<file path="src/rtl/sbr_pkg.sv">
package sbr_pkg;
   typedef enum logic [1:0] {
      RX_IDLE,
      RX_START,
      RX_DATA,
      RX_STOP
   } rx_state_e;
endpackage

</file>
<file path="src/rtl/sbr_sync.sv">
module sbr_sync #(
   parameter int unsigned STAGES    = 2,
   parameter bit          RESET_VAL = 1'b1
) (
   input  logic clk,
   input  logic rst_n,
   input  logic d,
   output logic q
);
   if (STAGES < 2) begin : g_bad_stages
      $error("sbr_sync: STAGES must be at least 2");
   end

   logic [STAGES-1:0] chain;

   always_ff @(posedge clk or negedge rst_n) begin
      if (!rst_n) chain <= {STAGES{RESET_VAL}};
      else        chain <= {chain[STAGES-2:0], d};
   end

   assign q = chain[STAGES-1];
endmodule

</file>
<file path="src/rtl/sbr_ovs_tick.sv">
module sbr_ovs_tick #(
   parameter int unsigned DIV = 4
) (
   input  logic clk,
   input  logic rst_n,
   output logic tick
);
   if (DIV < 1) begin : g_bad_div
      $error("sbr_ovs_tick: DIV must be at least 1");
   end

   if (DIV == 1) begin : g_every_clk
      assign tick = 1'b1;
   end else begin : g_divider
      localparam int unsigned CW = $clog2(DIV);
      localparam logic [CW-1:0] LAST = CW'(DIV - 1);
      logic [CW-1:0] cnt;

      always_ff @(posedge clk or negedge rst_n) begin
         if (!rst_n)           cnt <= '0;
         else if (cnt == LAST) cnt <= '0;
         else                  cnt <= cnt + 1'b1;
      end

      assign tick = (cnt == LAST);
   end
endmodule

</file>
<file path="src/rtl/sbr_rx_core.sv">
module sbr_rx_core
   import sbr_pkg::*;
#(
   parameter int unsigned OVS    = 16,
   parameter int unsigned DATA_W = 8
) (
   input  logic              clk,
   input  logic              rst_n,
   input  logic              tick,
   input  logic              rx,
   output logic              frame_ok,
   output logic              frame_bad,
   output logic [DATA_W-1:0] byte_o
);
   if (OVS < 4 || (OVS % 2) != 0) begin : g_bad_ovs
      $error("sbr_rx_core: OVS must be even and at least 4");
   end
   if (DATA_W < 1) begin : g_bad_w
      $error("sbr_rx_core: DATA_W must be at least 1");
   end

   localparam int unsigned CW = $clog2(OVS);
   localparam int unsigned BW = (DATA_W > 1) ? $clog2(DATA_W) : 1;
   localparam logic [CW-1:0] HALF_LAST = CW'(OVS / 2 - 1);
   localparam logic [CW-1:0] FULL_LAST = CW'(OVS - 1);
   localparam logic [BW-1:0] BIT_LAST  = BW'(DATA_W - 1);

   rx_state_e         st;
   logic [CW-1:0]     tcnt;
   logic [BW-1:0]     bcnt;
   logic [DATA_W-1:0] shreg;
   logic              rx_prev;
   logic              fall;

   assign fall = rx_prev & ~rx;

   always_ff @(posedge clk or negedge rst_n) begin
      if (!rst_n) begin
         st        <= RX_IDLE;
         tcnt      <= '0;
         bcnt      <= '0;
         shreg     <= '0;
         rx_prev   <= 1'b1;
         frame_ok  <= 1'b0;
         frame_bad <= 1'b0;
      end else begin
         rx_prev   <= rx;
         frame_ok  <= 1'b0;
         frame_bad <= 1'b0;
         unique case (st)
            RX_IDLE: begin
               if (fall) begin
                  st   <= RX_START;
                  tcnt <= '0;
               end
            end
            RX_START: begin
               if (tick) begin
                  if (tcnt == HALF_LAST) begin
                     tcnt <= '0;
                     bcnt <= '0;
                     st   <= rx ? RX_IDLE : RX_DATA;
                  end else begin
                     tcnt <= tcnt + 1'b1;
                  end
               end
            end
            RX_DATA: begin
               if (tick) begin
                  if (tcnt == FULL_LAST) begin
                     tcnt <= '0;
                     if (DATA_W > 1) shreg <= {rx, shreg[DATA_W-1:1]};
                     else            shreg <= rx;
                     if (bcnt == BIT_LAST) st <= RX_STOP;
                     else                  bcnt <= bcnt + 1'b1;
                  end else begin
                     tcnt <= tcnt + 1'b1;
                  end
               end
            end
            RX_STOP: begin
               if (tick) begin
                  if (tcnt == FULL_LAST) begin
                     tcnt      <= '0;
                     st        <= RX_IDLE;
                     frame_ok  <= rx;
                     frame_bad <= ~rx;
                  end else begin
                     tcnt <= tcnt + 1'b1;
                  end
               end
            end
            default: st <= RX_IDLE;
         endcase
      end
   end

   assign byte_o = shreg;
endmodule

</file>
<file path="src/rtl/sbr_uart_port.sv">
module sbr_uart_port #(
   parameter int unsigned          ADDR_W      = 8,
   parameter int unsigned          DATA_W      = 8,
   parameter logic [ADDR_W-1:0]    STAT_ADDR   = 8'hF8,
   parameter logic [ADDR_W-1:0]    DATA_ADDR   = 8'hF9,
   parameter int unsigned          OVS         = 16,
   parameter int unsigned          OVS_DIV     = 4,
   parameter int unsigned          SYNC_STAGES = 2
) (
   input  logic              clk,
   input  logic              rst_n,
   input  logic              rx_pin,
   input  logic [ADDR_W-1:0] io_addr,
   input  logic [DATA_W-1:0] io_wdata,
   input  logic              io_rd,
   input  logic              io_wr,
   output logic [DATA_W-1:0] io_rdata,
   output logic              tx_pin
);
   if (STAT_ADDR == DATA_ADDR) begin : g_bad_map
      $error("sbr_uart_port: status and data addresses must differ");
   end
   if (DATA_W < 2) begin : g_bad_w
      $error("sbr_uart_port: DATA_W must be at least 2");
   end

   logic              rx_s;
   logic              tick;
   logic              frame_ok;
   logic              frame_bad;
   logic [DATA_W-1:0] rx_byte;
   logic [DATA_W-1:0] held;
   logic              rx_ready;
   logic              tx_q;
   logic              hit_data_rd;
   logic              hit_stat_rd;
   logic              hit_tx_wr;

   sbr_sync #(.STAGES(SYNC_STAGES), .RESET_VAL(1'b1)) u_sync (
      .clk(clk), .rst_n(rst_n), .d(rx_pin), .q(rx_s)
   );

   sbr_ovs_tick #(.DIV(OVS_DIV)) u_tick (
      .clk(clk), .rst_n(rst_n), .tick(tick)
   );

   sbr_rx_core #(.OVS(OVS), .DATA_W(DATA_W)) u_rx (
      .clk(clk), .rst_n(rst_n), .tick(tick), .rx(rx_s),
      .frame_ok(frame_ok), .frame_bad(frame_bad), .byte_o(rx_byte)
   );

   assign hit_data_rd = io_rd && (io_addr == DATA_ADDR);
   assign hit_stat_rd = io_rd && (io_addr == STAT_ADDR);
   assign hit_tx_wr   = io_wr && (io_addr == DATA_ADDR);

   // Held byte and ready flag: a completing byte wins over a same-cycle read
   always_ff @(posedge clk or negedge rst_n) begin
      if (!rst_n) begin
         held     <= '0;
         rx_ready <= 1'b0;
      end else if (frame_ok) begin
         held     <= rx_byte;
         rx_ready <= 1'b1;
      end else if (hit_data_rd) begin
         rx_ready <= 1'b0;
      end
   end

   // Transmit bit latch
   always_ff @(posedge clk or negedge rst_n) begin
      if (!rst_n)         tx_q <= 1'b1;
      else if (hit_tx_wr) tx_q <= io_wdata[0];
   end

   assign tx_pin = tx_q;

   always_comb begin
      io_rdata = '0;
      if (hit_data_rd)      io_rdata = held;
      else if (hit_stat_rd) io_rdata = {{(DATA_W-1){1'b0}}, rx_ready};
   end
endmodule

</file>
<file path="config.mk">
export PLATFORM = sky130hd
export DESIGN_NAME = sbr_uart_port
export DESIGN_NICKNAME = d
export VERILOG_FILES = /design/src/rtl/sbr_pkg.sv /design/src/rtl/sbr_sync.sv /design/src/rtl/sbr_ovs_tick.sv /design/src/rtl/sbr_rx_core.sv /design/src/rtl/sbr_uart_port.sv
export SDC_FILE = /design/constraint.sdc
export NUM_CORES = 1
export LEC_CHECK = 0
export ABC_AREA = 1
export ABC_CLOCK_PERIOD_IN_PS = 1450
export BUFFER_PORTS_ARGS = -buffer_cell sky130_fd_sc_hd__buf_2
export CAP_MARGIN = 20
export CORE_ASPECT_RATIO = 1.4
export CORE_MARGIN = 2
export CORE_UTILIZATION = 35
export DETAILED_ROUTE_END_ITERATION = 7
export GPL_TIMING_DRIVEN = 0
export PLACE_DENSITY = 0.55
export SYNTH_ARGS = -nofsm -noshare
export SYNTH_HDL_FRONTEND = slang
export SYNTH_HIERARCHICAL = 1
export SYNTH_SLANG_ARGS = --single-unit
</file>
<file path="constraint.sdc">
create_clock -name clk -period 1.45 [get_ports clk]
set_clock_uncertainty 0.15 [all_clocks]
set_input_delay 0.0725 -clock clk [delete_from_list [all_inputs] [get_ports clk]]
set_output_delay 0.0725 -clock clk [all_outputs]
set_load 0.02 [all_outputs]
</file>
[After elaboration in Yosys (flattened, before gate mapping)]
Cells that the tools add are included.
Operators by class
  add/subtract/negate cells: 3
  multiply operators: 0
  div/mod/pow operators: 0
  order comparisons: 0
  equality and inequality tests: 19
  shift operators: 0
  muxes and demuxes: 30
  bitwise operators: 2
  reductions and logical operators: 11
Operator list (number)
  2-bit 2-to-1 mux: 10
  4-bit 2-to-1 mux: 5
  8-bit == test, second input constant: 2
  3-bit 2-to-1 mux: 5
  2-bit by 1-bit != test with 1-bit output, second input constant: 6
  4-bit one-hot mux with 3 select lines: 1
  8-bit 2-to-1 mux: 1
  2-bit != test, second input constant: 4
  2-bit one-hot mux with 4 select lines: 1
  8-bit AND reduction: 1
  2-bit == test, second input constant: 3
  1-bit 2-to-1 mux: 6
  3-bit one-hot mux with 2 select lines: 1
  3-bit AND reduction: 2
  6-bit AND reduction: 1
  4-bit by 1-bit adder with 4-bit output, second input constant: 1
  4-bit by 3-bit == test with 1-bit output, second input constant: 1
  4-bit == test, second input constant: 1
  2-bit nonzero test: 2
  3-bit by 1-bit adder with 3-bit output, second input constant: 1
  3-bit == test, second input constant: 1
  1-bit logical AND: 3
  2-bit by 1-bit adder with 2-bit output, second input constant: 1
  2-bit by 1-bit == test with 1-bit output, second input constant: 1
  4 further kinds: 4
Storage, ports and cells
  register bits: 33
  bits in latches: 0
  RAM bits: 0
  memory bits (read-only): 0
  input bits: 21
  output and inout port bits: 9
  logic and storage cells: 76
  memories kept: 0

[Longest topological paths before layout]
Gate-level depths: netlist of the first run.
  depth after elaboration: 5
  gate-level depth with buffers: 9
  depth with buffers taken out: 9

[By module]
Netlist of the first run, hierarchy kept.
By module, submodules not included
  sbr_rx_core: times used 1, cells each 113, area each 979.7 um^2, seq. area each 501.7 um^2
  sbr_uart_port: times used 1, cells each 66, area each 508.0 um^2, seq. area each 251.5 um^2
  sbr_ovs_tick: times used 1, cells each 4, area each 66.3 um^2, seq. area each 50.0 um^2
  sbr_sync: times used 1, cells each 2, area each 52.6 um^2, seq. area each 52.6 um^2

[Worst setup path before layout of the first run]
No wires, ideal clock.
  path kind: flip-flop to flip-flop
  start point: register u_rx.bcnt[0]
  end point: register u_rx.bcnt[2]
  library setup time: 117 ps
  arrival: 1264 ps
  data required time: 1183 ps
  setup slack: -81 ps
  cell stages (with the launch flop): 10
  buffers on the path: 0
  clock period less this slack: 1531 ps
  path through: dfrtp_1 ha_1 ha_1 nand3b_1 nand2_2 nand2_2 nor2_4 inv_2 nand2_1 nand2_1
On the way
  cells in the longest elaborated chain, start to end: 5
  elaborated cells on any way between the ends: 8
  classes of those cells: add/sub: 1; eq/ne: 2; mux: 4; reduce/logical: 1
Ends and longest elaborated chain
  start: declaration: line sbr_rx_core.sv:30  | logic [BW-1:0] bcnt;
  start signal: assignment: line sbr_rx_core.sv:75  | else bcnt <= bcnt + 1'b1;
  3-bit by 1-bit adder with 3-bit output: line sbr_rx_core.sv:75
  3-bit 2-to-1 mux: line sbr_rx_core.sv:74  | if (bcnt == BIT_LAST) st <= RX_STOP;
  3-bit 2-to-1 mux: line sbr_rx_core.sv:70  | if (tcnt == FULL_LAST) begin
  3-bit 2-to-1 mux: line sbr_rx_core.sv:69  | if (tick) begin
  3-bit one-hot mux with 2 select lines: line sbr_rx_core.sv:50  | unique case (st)
Parallel ways exist; a longest one is shown, timed or not. The select of a mux whose other input is x is not followed.
A chain may end at the register's enable or synchronous reset.

[Worst setup path in the final report of the first run]
Same ends and word-level chain as after synthesis.

==> results.cfg, run 1 <==
[grt]
gr-total-overflow = 0
grt_pass1_wl_um = 5080
grt_max_degree = 34
grt_pass1_vias = 1200
antenna_found_initial = 0
grt_use_total_pct = 13.0

[setup_path]
required_ps = 1490
timing.critical_path.from = u_rx/bcnt[0]
critPathArrivalTime_ps = 1610
crit_slowest_cell = dfrtp_1
crit_buf_inv = 1
timing.rr.start = u_rx/bcnt[0]
path_class = reg -> reg
end_kind = flip-flop
cp_max_fo = 4
reg2reg_slack_ps = -120
path_cells = ha_2 -> ha_2 -> nand3b_1 -> nand2_2 -> nand2_2 -> nor2_4 -> inv_2 -> nand2_1 -> nand2_1
path_delay_family = simple AND/OR/NAND/NOR gates
critPathMaxStageDelay_ps = 390
cp-start-kind = flip-flop

[sta]
post-route-min-period_ps = 1570
rsz0062_at_grt = true
setup_viol = 5
min_period_over_period_pct = 108
worst_pin_slew_ps = 721
setup_ws_ps = -122
whs_ps = 27.5
fmax_ghz = 0.636
slew_violations = 0
max-slew-margin-rel_pct = 51.9
hold_viol_final = 0

[placed_design]
hpwl_um = 1980
place_congestion = 0.801
io_buffers = 22

[die]
die_h_um = 83.4
die_area_mm2 = 0.00507
start_util_pct = 36.9
rows = 28
ios = 30
core_area_mm2 = 0.00427
fp.dieW_um = 60.7

[cts]
clock_latency_ps = 290
cts-buffers-inserted = 5
cts_tree = yes
clockRootBuffer = clkbuf_8
cts.htree.levels = 2
cts.clk_slew.worst_paths_ps = 70
cts.path.max_buffers = 2
clock-sinks = 33

[cells_and_area]
drive_gt1_share_pct = 38.3
utilization_pct = 49.8
final_cell_mix = nand2_1, dfrtp_1, buf_2
antennaDiodeCount = 0
final_nets = 251
syn2layout_area_growth_pct = 34.9
layout_commonest_cell = nand2_1

[detailed_routing]
first_pass_iters = 4
avgViaCountPerCell = 4.40
ant_nets = 0
wl_per_cell_um = 10.4
drc_errors = 0
initialDrtViolationCount = 37
routed_wl_um = 2990
vias = 1264

[pwr]
p_int_mw = 1.90
p_sw_mw = 0.892
power.density_mw_per_mm2 = 1310
power_frac_clock_pct = 32.2
power_frac_comb_pct = 28.0
seq_power_share_pct = 39.8
irDropWorstVdd_v = 0.00101
leakage_nw = 1.01
switching_share_pct = 31.9

[outcome]
violations = setup timing
outcome = finished, violations left

[synth]
syn-instance-count = 183
netlist_area_mm2 = 0.00158
yosysWarnings = 6
synth_fp_nets = 208
synth_area_per_cell_um2 = 8.62

[hold_path]
worstHoldStart = io_wr
hold_class = in -> reg

[flow_run]
max_cap_viol_count = 0
==> path summary, 6_finish.rpt <==
kind                              endpoint  depth (start not counted)
hold reg to reg            u_sync/chain[1]                          0
max in group asynchronous       u_rx/st[0]                          2
setup reg to reg              u_rx/bcnt[2]                          9
min in group asynchronous          held[3]                          2
hold / removal                      tx_pin                          6
setup / recovery              u_rx/bcnt[2]                          9
==> per-layer routing <==
metal  routed length [um]  vias up  share of wire, %  global-route usage, %
met4                   53        0               1.8                   5.34
met5                    0        -                 0                      0
li1                     -      658                 -                      -
met2                 1470       24                49                   21.7
met3                  140        6               4.7                   4.21
met1                 1320      576                44                   14.8
==> flip-flops by register name, summed over array words and instances, names as in the netlist, 2 cells and up, named ones only <==
register	cells
held	8
u_rx/bcnt	3
u_tick/g_divider.cnt	2
u_sync/chain	2
u_rx/tcnt	4
u_rx/byte_o	8
==> power by group through the flow <==
| stage | sequential [mW] | clock [mW] | combinational, mW |
|---|---|---|---|
| floorplan | 1.10 | 0 | 0.420 |
| global placement | 1.11 | 0 | 0.525 |
| detailed placement | 1.12 | 0 | 0.527 |
| CTS | 1.10 | 0.933 | 0.667 |
| global route | 1.12 | 0.972 | 0.884 |
| finish | 1.11 | 0.901 | 0.782 |
==> through the flow <==
stage	std cells	setup WS, ps	total power, mW	TNS (ps)	instance area, um^2
after floorplan	183	-71.6	1.52	-214	1580
after global placement	265	-205	1.64	-1440	1770
after detailed placement	265	-203	1.64	-1670	1770
after CTS	283	-148	2.70	-660	2010
after global routing	287	-219	2.98	-1230	2130
final	287	-122	2.80	-564	2130
==> worst reg2reg max path, cell delays in order, from the launching register on <==
cell	delay (ps)
dfrtp_1	390
ha_2	170
ha_2	160
nand3b_1	180
nand2_2	80
nand2_2	50
nor2_4	120
inv_2	60
nand2_1	60
nand2_1	50
==> layout make-up <==
cell class / instances / area (um^2)
Clock buffer: 6 / 82.6
Sequential cell: 33 / 833
Tap cell: 60 / 75.1
Timing Repair Buffer: 36 / 249
Inverter: 27 / 104
Fill cell: 433 / 2150
Multi-Input combinational cell: 121 / 731
Clock inverter: 2 / 37.5
Buffer: 2 / 16.3
==> repair_timing <==
action | CTS | global route
gates resized for setup | 10 | 21
cloned | 1 | 0
pin swaps | 5 | 7
setup buffers | 5 | 4
hold endpoints to repair | 31 | 0
setup endpoints to repair | 13 | 16
hold buffers | 4 | 0
Note: power is estimated with default switching activity, not from simulation.
==> run 2: changes to the inputs <==
--- a/config.mk
+++ b/config.mk
@@ -15,6 +15,7 @@
 export DETAILED_ROUTE_END_ITERATION = 7
 export GPL_TIMING_DRIVEN = 0
 export PLACE_DENSITY = 0.55
+export SETUP_SLACK_MARGIN = 0.15
 export SYNTH_ARGS = -nofsm -noshare
 export SYNTH_HDL_FRONTEND = slang
 export SYNTH_HIERARCHICAL = 1
==> run 2 against run 1 <==
  * The flow still finishes with violations (setup timing)
  * Cell count rose by 5.9%
  * Combinational power rose by 42%
  * First-iteration DRC count fell by 57%
  * Die area did not move
==> results.cfg, run 2 (same netlist as run 1, synthesis figures left out) <==
[setup_path]
reg2reg_slack_ps = -130
required_ps = 1480
crit_end = u_rx/bcnt[0]
critPathArrivalTime_ps = 1610
rr_worst_depth = 9
timing.critical_path.from = u_rx/bcnt[1]
worstReg2RegEnd = u_rx/bcnt[0]
cp_max_fo = 4
cp-start-kind = flip-flop
path_class = reg -> reg
timing.rr.start = u_rx/bcnt[1]
end_kind = flip-flop

[cells_and_area]
antennaDiodeCount = 0
multi_input_area_um2 = 764
drive_gt1_share_pct = 45.9
final_cell_mix = nand2_1, dfrtp_1, buf_2
layout_commonest_cell = nand2_1
final_nets = 268
fillers = 416
syn2layout_area_growth_pct = 45.5
regArea_um2 = 833

[sta]
slew_violations = 0
max-slew-margin-rel_pct = 53.4
setup_viol = 6
min_period_over_period_pct = 109
rsz0062_at_grt = true
worst_pin_slew_ps = 699
hold_viol_final = 0
fmax_ghz = 0.634
post-route-min-period_ps = 1580
whs_ps = 4.51
setup_ws_ps = -126
fin_setup_tns_ps = -541

[cts]
cts_tree = yes
cts.path.max_buffers = 2
cts.clk_slew.worst_paths_ps = 60
clock_latency_ps = 290
cts.htree.levels = 2
clockRootBuffer = clkbuf_8
clock-sinks = 33
cts-buffers-inserted = 5

[detailed_routing]
first_pass_iters = 4
avgViaCountPerCell = 4.38
drc_errors = 0
initialDrtViolationCount = 16
vias = 1333
wl_per_cell_um = 10.6
routed_wl_um = 3230
ant_nets = 0

[flow_run]
max_cap_viol_count = 0

[pwr]
irDropWorstVdd_v = 0.00125
power.density_mw_per_mm2 = 1360
leakage_nw = 1.10
fin_total_pwr_mw = 3.11

[placed_design]
hpwl_um = 2040
place_congestion = 0.767
io_buffers = 22

[die]
ios = 30
rows = 28
die_area_mm2 = 0.00507
fp.dieW_um = 60.7
die_h_um = 83.4
start_util_pct = 36.9
core_area_mm2 = 0.00427

[grt]
antenna_found_initial = 0
grt_max_degree = 34
grt_use_total_pct = 14.3
gr-total-overflow = 0
grt_pass1_vias = 1315
grt_pass1_wl_um = 5440

[outcome]
outcome = finished, violations left
violations = setup timing

[hold_path]
hold_class = in -> reg
hold_depth = 5
## run 2: where the power goes
part           switching, mW  internal, mW
combinational          0.552         0.557
sequential             0.106          1.00
clock                  0.336         0.558
total                  0.993          2.12
## run 2: critical path, stage by stage, from the launching register on
cell and delay [ps]:
dfrtp_1 380, ha_2 180, ha_2 150, nand3b_1 180
nand2_2 80, nand2_2 60, nor2_4 120, inv_2 60
nand2_1 60, nand2_1 50
## run 2: metal layers
layer  up-vias  track usage (%)  routed length [um]
met5         -                0                   0
met3         8             4.21                 139
met2        29             23.5                1690
li1        691                -                   -
met1       605             16.3                1310
met4         0             7.11                 100
## run 2: timing repair
item,CTS,global route
buffers inserted,16,8
hold endpoints to repair,31,0
resized for setup,20,20
hold buffers,6,0
setup endpoints to repair,17,17
gates cloned,1,0
pin swaps,7,8
## run 2: layout make-up
cell class	count	share of cell area [%]
inverters	27	4.63
clock buffers	6	3.60
plain buffers	2	0.708
clock inverters	2	1.63
multi-input cells	121	33.3
repair buffers	53	16.6
well taps	60	3.27
flip-flops and latches	33	36.3
## run 2: worst min-delay path by stage
stage	from	end	slack, ps
2_1_floorplan	rst_n	held[0]	-370
3_3_place_gp	rst_n	u_rx/st[0]	30
3_5_place_dp	rst_n	u_rx/st[0]	20
4_1_cts	io_addr[7]	tx_pin	10
5_1_grt	io_addr[6]	tx_pin	60
6_report	io_addr[7]	tx_pin	5
## run 2: per-stage QoR
stage,cells,utilization [%],cell area [um^2],worst slack (ps)
after floorplan,183,-,1610,-66.7
after global routing,304,53.7,2300,-198
after global placement,265,41.9,1790,-167
after detailed placement,265,41.9,1790,-168
after CTS,296,50.8,2170,-117
final,304,53.7,2300,-126
==> run 3: changes to the inputs <==
--- a/config.mk
+++ b/config.mk
@@ -6,7 +6,7 @@
 export NUM_CORES = 1
 export LEC_CHECK = 0
 export ABC_AREA = 1
-export ABC_CLOCK_PERIOD_IN_PS = 1450
+export ABC_CLOCK_PERIOD_IN_PS = 1800
 export BUFFER_PORTS_ARGS = -buffer_cell sky130_fd_sc_hd__buf_2
 export CAP_MARGIN = 20
 export CORE_ASPECT_RATIO = 1.4
@@ -14,7 +14,7 @@
 export CORE_UTILIZATION = 35
 export DETAILED_ROUTE_END_ITERATION = 7
 export GPL_TIMING_DRIVEN = 0
-export PLACE_DENSITY = 0.55
+export PLACE_DENSITY = 0.53
 export SETUP_SLACK_MARGIN = 0.15
 export SYNTH_ARGS = -nofsm -noshare
 export SYNTH_HDL_FRONTEND = slang
==> constraint.sdc (replaced) <==
create_clock -name clk -period 1.8 [get_ports clk]
set_clock_uncertainty 0.15 [all_clocks]
set_input_delay 0.09 -clock clk [delete_from_list [all_inputs] [get_ports clk]]
set_output_delay 0.09 -clock clk [all_outputs]
set_load 0.02 [all_outputs]
==> run 3 against run 2 <==
  * The run ends with hold timing left
  * Hold slack worse by 6.8 ps
  * Die area unchanged
  * Global-route usage down 1.4 points
  * Maximum frequency is 1.6% lower
  * Total power shrank 33%
  * Clock power fell by 21%
  * Core utilization fell by 7.7 points
  * Flip-flop and latch count stayed put
  * Sequential power shrank 20%
  * Register-to-register slack better by 320 ps
  * Largest cell class unchanged
==> results.cfg, run 3 (same netlist as run 1, synthesis figures left out) <==
[detailed_routing]
drc_errors = 0
vias = 1235
ant_nets = 0
wl_per_cell_um = 10.4
first_pass_iters = 4
initialDrtViolationCount = 26
routed_wl_um = 2920
avgViaCountPerCell = 4.41

[grt]
gr-total-overflow = 0
grt_max_degree = 34
grt_pass1_vias = 1205
top_usage_layer = met2
grt_use_total_pct = 12.9
use_met2_pct = 20.1
grt_pass1_wl_um = 4930
use_met1_pct = 15.5
use_met3_pct = 4.36
antenna_found_initial = 0

[sta]
whs_ps = -2.32
setup_ws_ps = 198
worst_pin_slew_ps = 725
fmax_ghz = 0.624
post-route-min-period_ps = 1600
rsz0062_at_grt = true
fin_setup_tns_ps = 0
max-slew-margin-rel_pct = 51.6
min_period_over_period_pct = 89.0
slew_violations = 0
hold_viol_final = 1
setup_viol = 0

[setup_path]
crit_slowest_cell = dfrtp_1
rr_worst_depth = 9
path_cells = ha_2 -> ha_2 -> nand3b_1 -> nand2_2 -> nand2_2 -> nor2_4 -> inv_2 -> nand2_2 -> nand2_1
path_common_cell = nand2_2
path_delay_family = simple AND/OR/NAND/NOR gates
worstReg2RegEnd = u_rx/bcnt[1]
critical_path_depth = 9
timing.critical_path.from = u_rx/bcnt[1]
crit_buf_inv = 1
critPathArrivalTime_ps = 1630
critPathMaxStageDelay_ps = 380
reg2reg_slack_ps = 200
end_kind = flip-flop
cp_max_fo = 4
crit_end = u_rx/bcnt[1]
timing.rr.start = u_rx/bcnt[1]
path_class = reg -> reg
cp-start-kind = flip-flop
required_ps = 1830

[hold_path]
hold_depth = 5
hold_class = in -> reg

[cells_and_area]
antennaDiodeCount = 0
multi_input_area_um2 = 657
final_nets = 244
drive_gt1_share_pct = 30.5
syn2layout_area_growth_pct = 24.7
final_cell_mix = nand2_1, dfrtp_1, buf_2
stdcell_count = 280
regArea_um2 = 831
fillers = 456
utilization_pct = 46.0
final_area_mm2 = 0.00197
layout_commonest_cell = nand2_1

[cts]
cts.path.max_buffers = 2
cts_tree = yes
cts.htree.levels = 2
clock-sinks = 33
clock_latency_ps = 280
cts-buffers-inserted = 5
cts.clk_slew.worst_paths_ps = 70
clockRootBuffer = clkbuf_8

[die]
ios = 30
die_area_mm2 = 0.00507
die_h_um = 83.4
rows = 28
start_util_pct = 36.9
fp.dieW_um = 60.7
core_area_mm2 = 0.00427

[placed_design]
dp_slack_ps = 160
place_congestion = 0.776
placed_area_mm2 = 0.00176
io_buffers = 22
hpwl_um = 2080
dp_cells = 265

[outcome]
violations = hold timing
outcome = finished, violations left

[pwr]
fin_total_pwr_mw = 2.09
irDropWorstVdd_v = 0.000750
power.density_mw_per_mm2 = 1060
leakage_nw = 0.943

[flow_run]
max_cap_viol_count = 0
## run 3: where the power goes
part / total, mW / leakage [nW] / switching, mW / internal (mW)
logic: 0.492 / 0.450 / 0.308 / 0.184
registers: 0.884 / 0.434 / 0.0791 / 0.805
clock network: 0.709 / 0.0585 / 0.258 / 0.451
total: 2.09 / 0.943 / 0.645 / 1.44
## run 3: final cells by class
| class | instances | area share (%) |
|---|---|---|
| clock buffer | 7 | 4.39 |
| tap | 60 | 3.82 |
| timing repair buffer | 29 | 8.65 |
| multi-input combinational | 121 | 33.4 |
| sequential | 33 | 42.2 |
| buffer | 2 | 0.827 |
| clock inverter | 1 | 1.53 |
| inverter | 27 | 5.15 |
## run 3: how the worst min path moves through the flow
| stage | from | end | slack [ps] |
|---|---|---|---|
| global route | io_wr | tx_pin | 20 |
| CTS | io_wr | tx_pin | 2 |
| global placement | rst_n | u_rx/st[0] | 50 |
| finish | io_wr | tx_pin | -2 |
| floorplan | rst_n | held[0] | -360 |
| detailed placement | rx_pin | u_sync/chain[0] | 50 |
## run 3: per-layer routing
layer,vias up,share of wire [%]
met1,561,43
met4,0,2.2
met5,-,0
met3,7,4.9
met2,25,50
li1,642,-
## run 3: worst register-to-register path, stage by stage, from the launching register on
cell,delay [ps]
dfrtp_1,380
ha_2,180
ha_2,160
nand3b_1,180
nand2_2,90
nand2_2,60
nor2_4,120
inv_2,70
nand2_2,60
nand2_1,40
## run 3: what timing repair did
action	4_1_cts	5_1_grt
hold buffers	3	0
gates resized for setup	1	8
hold endpoints to repair	31	0
gates cloned	0	0
pin swaps	2	6
buffers inserted	2	2
endpoints found under the setup margin	1	13
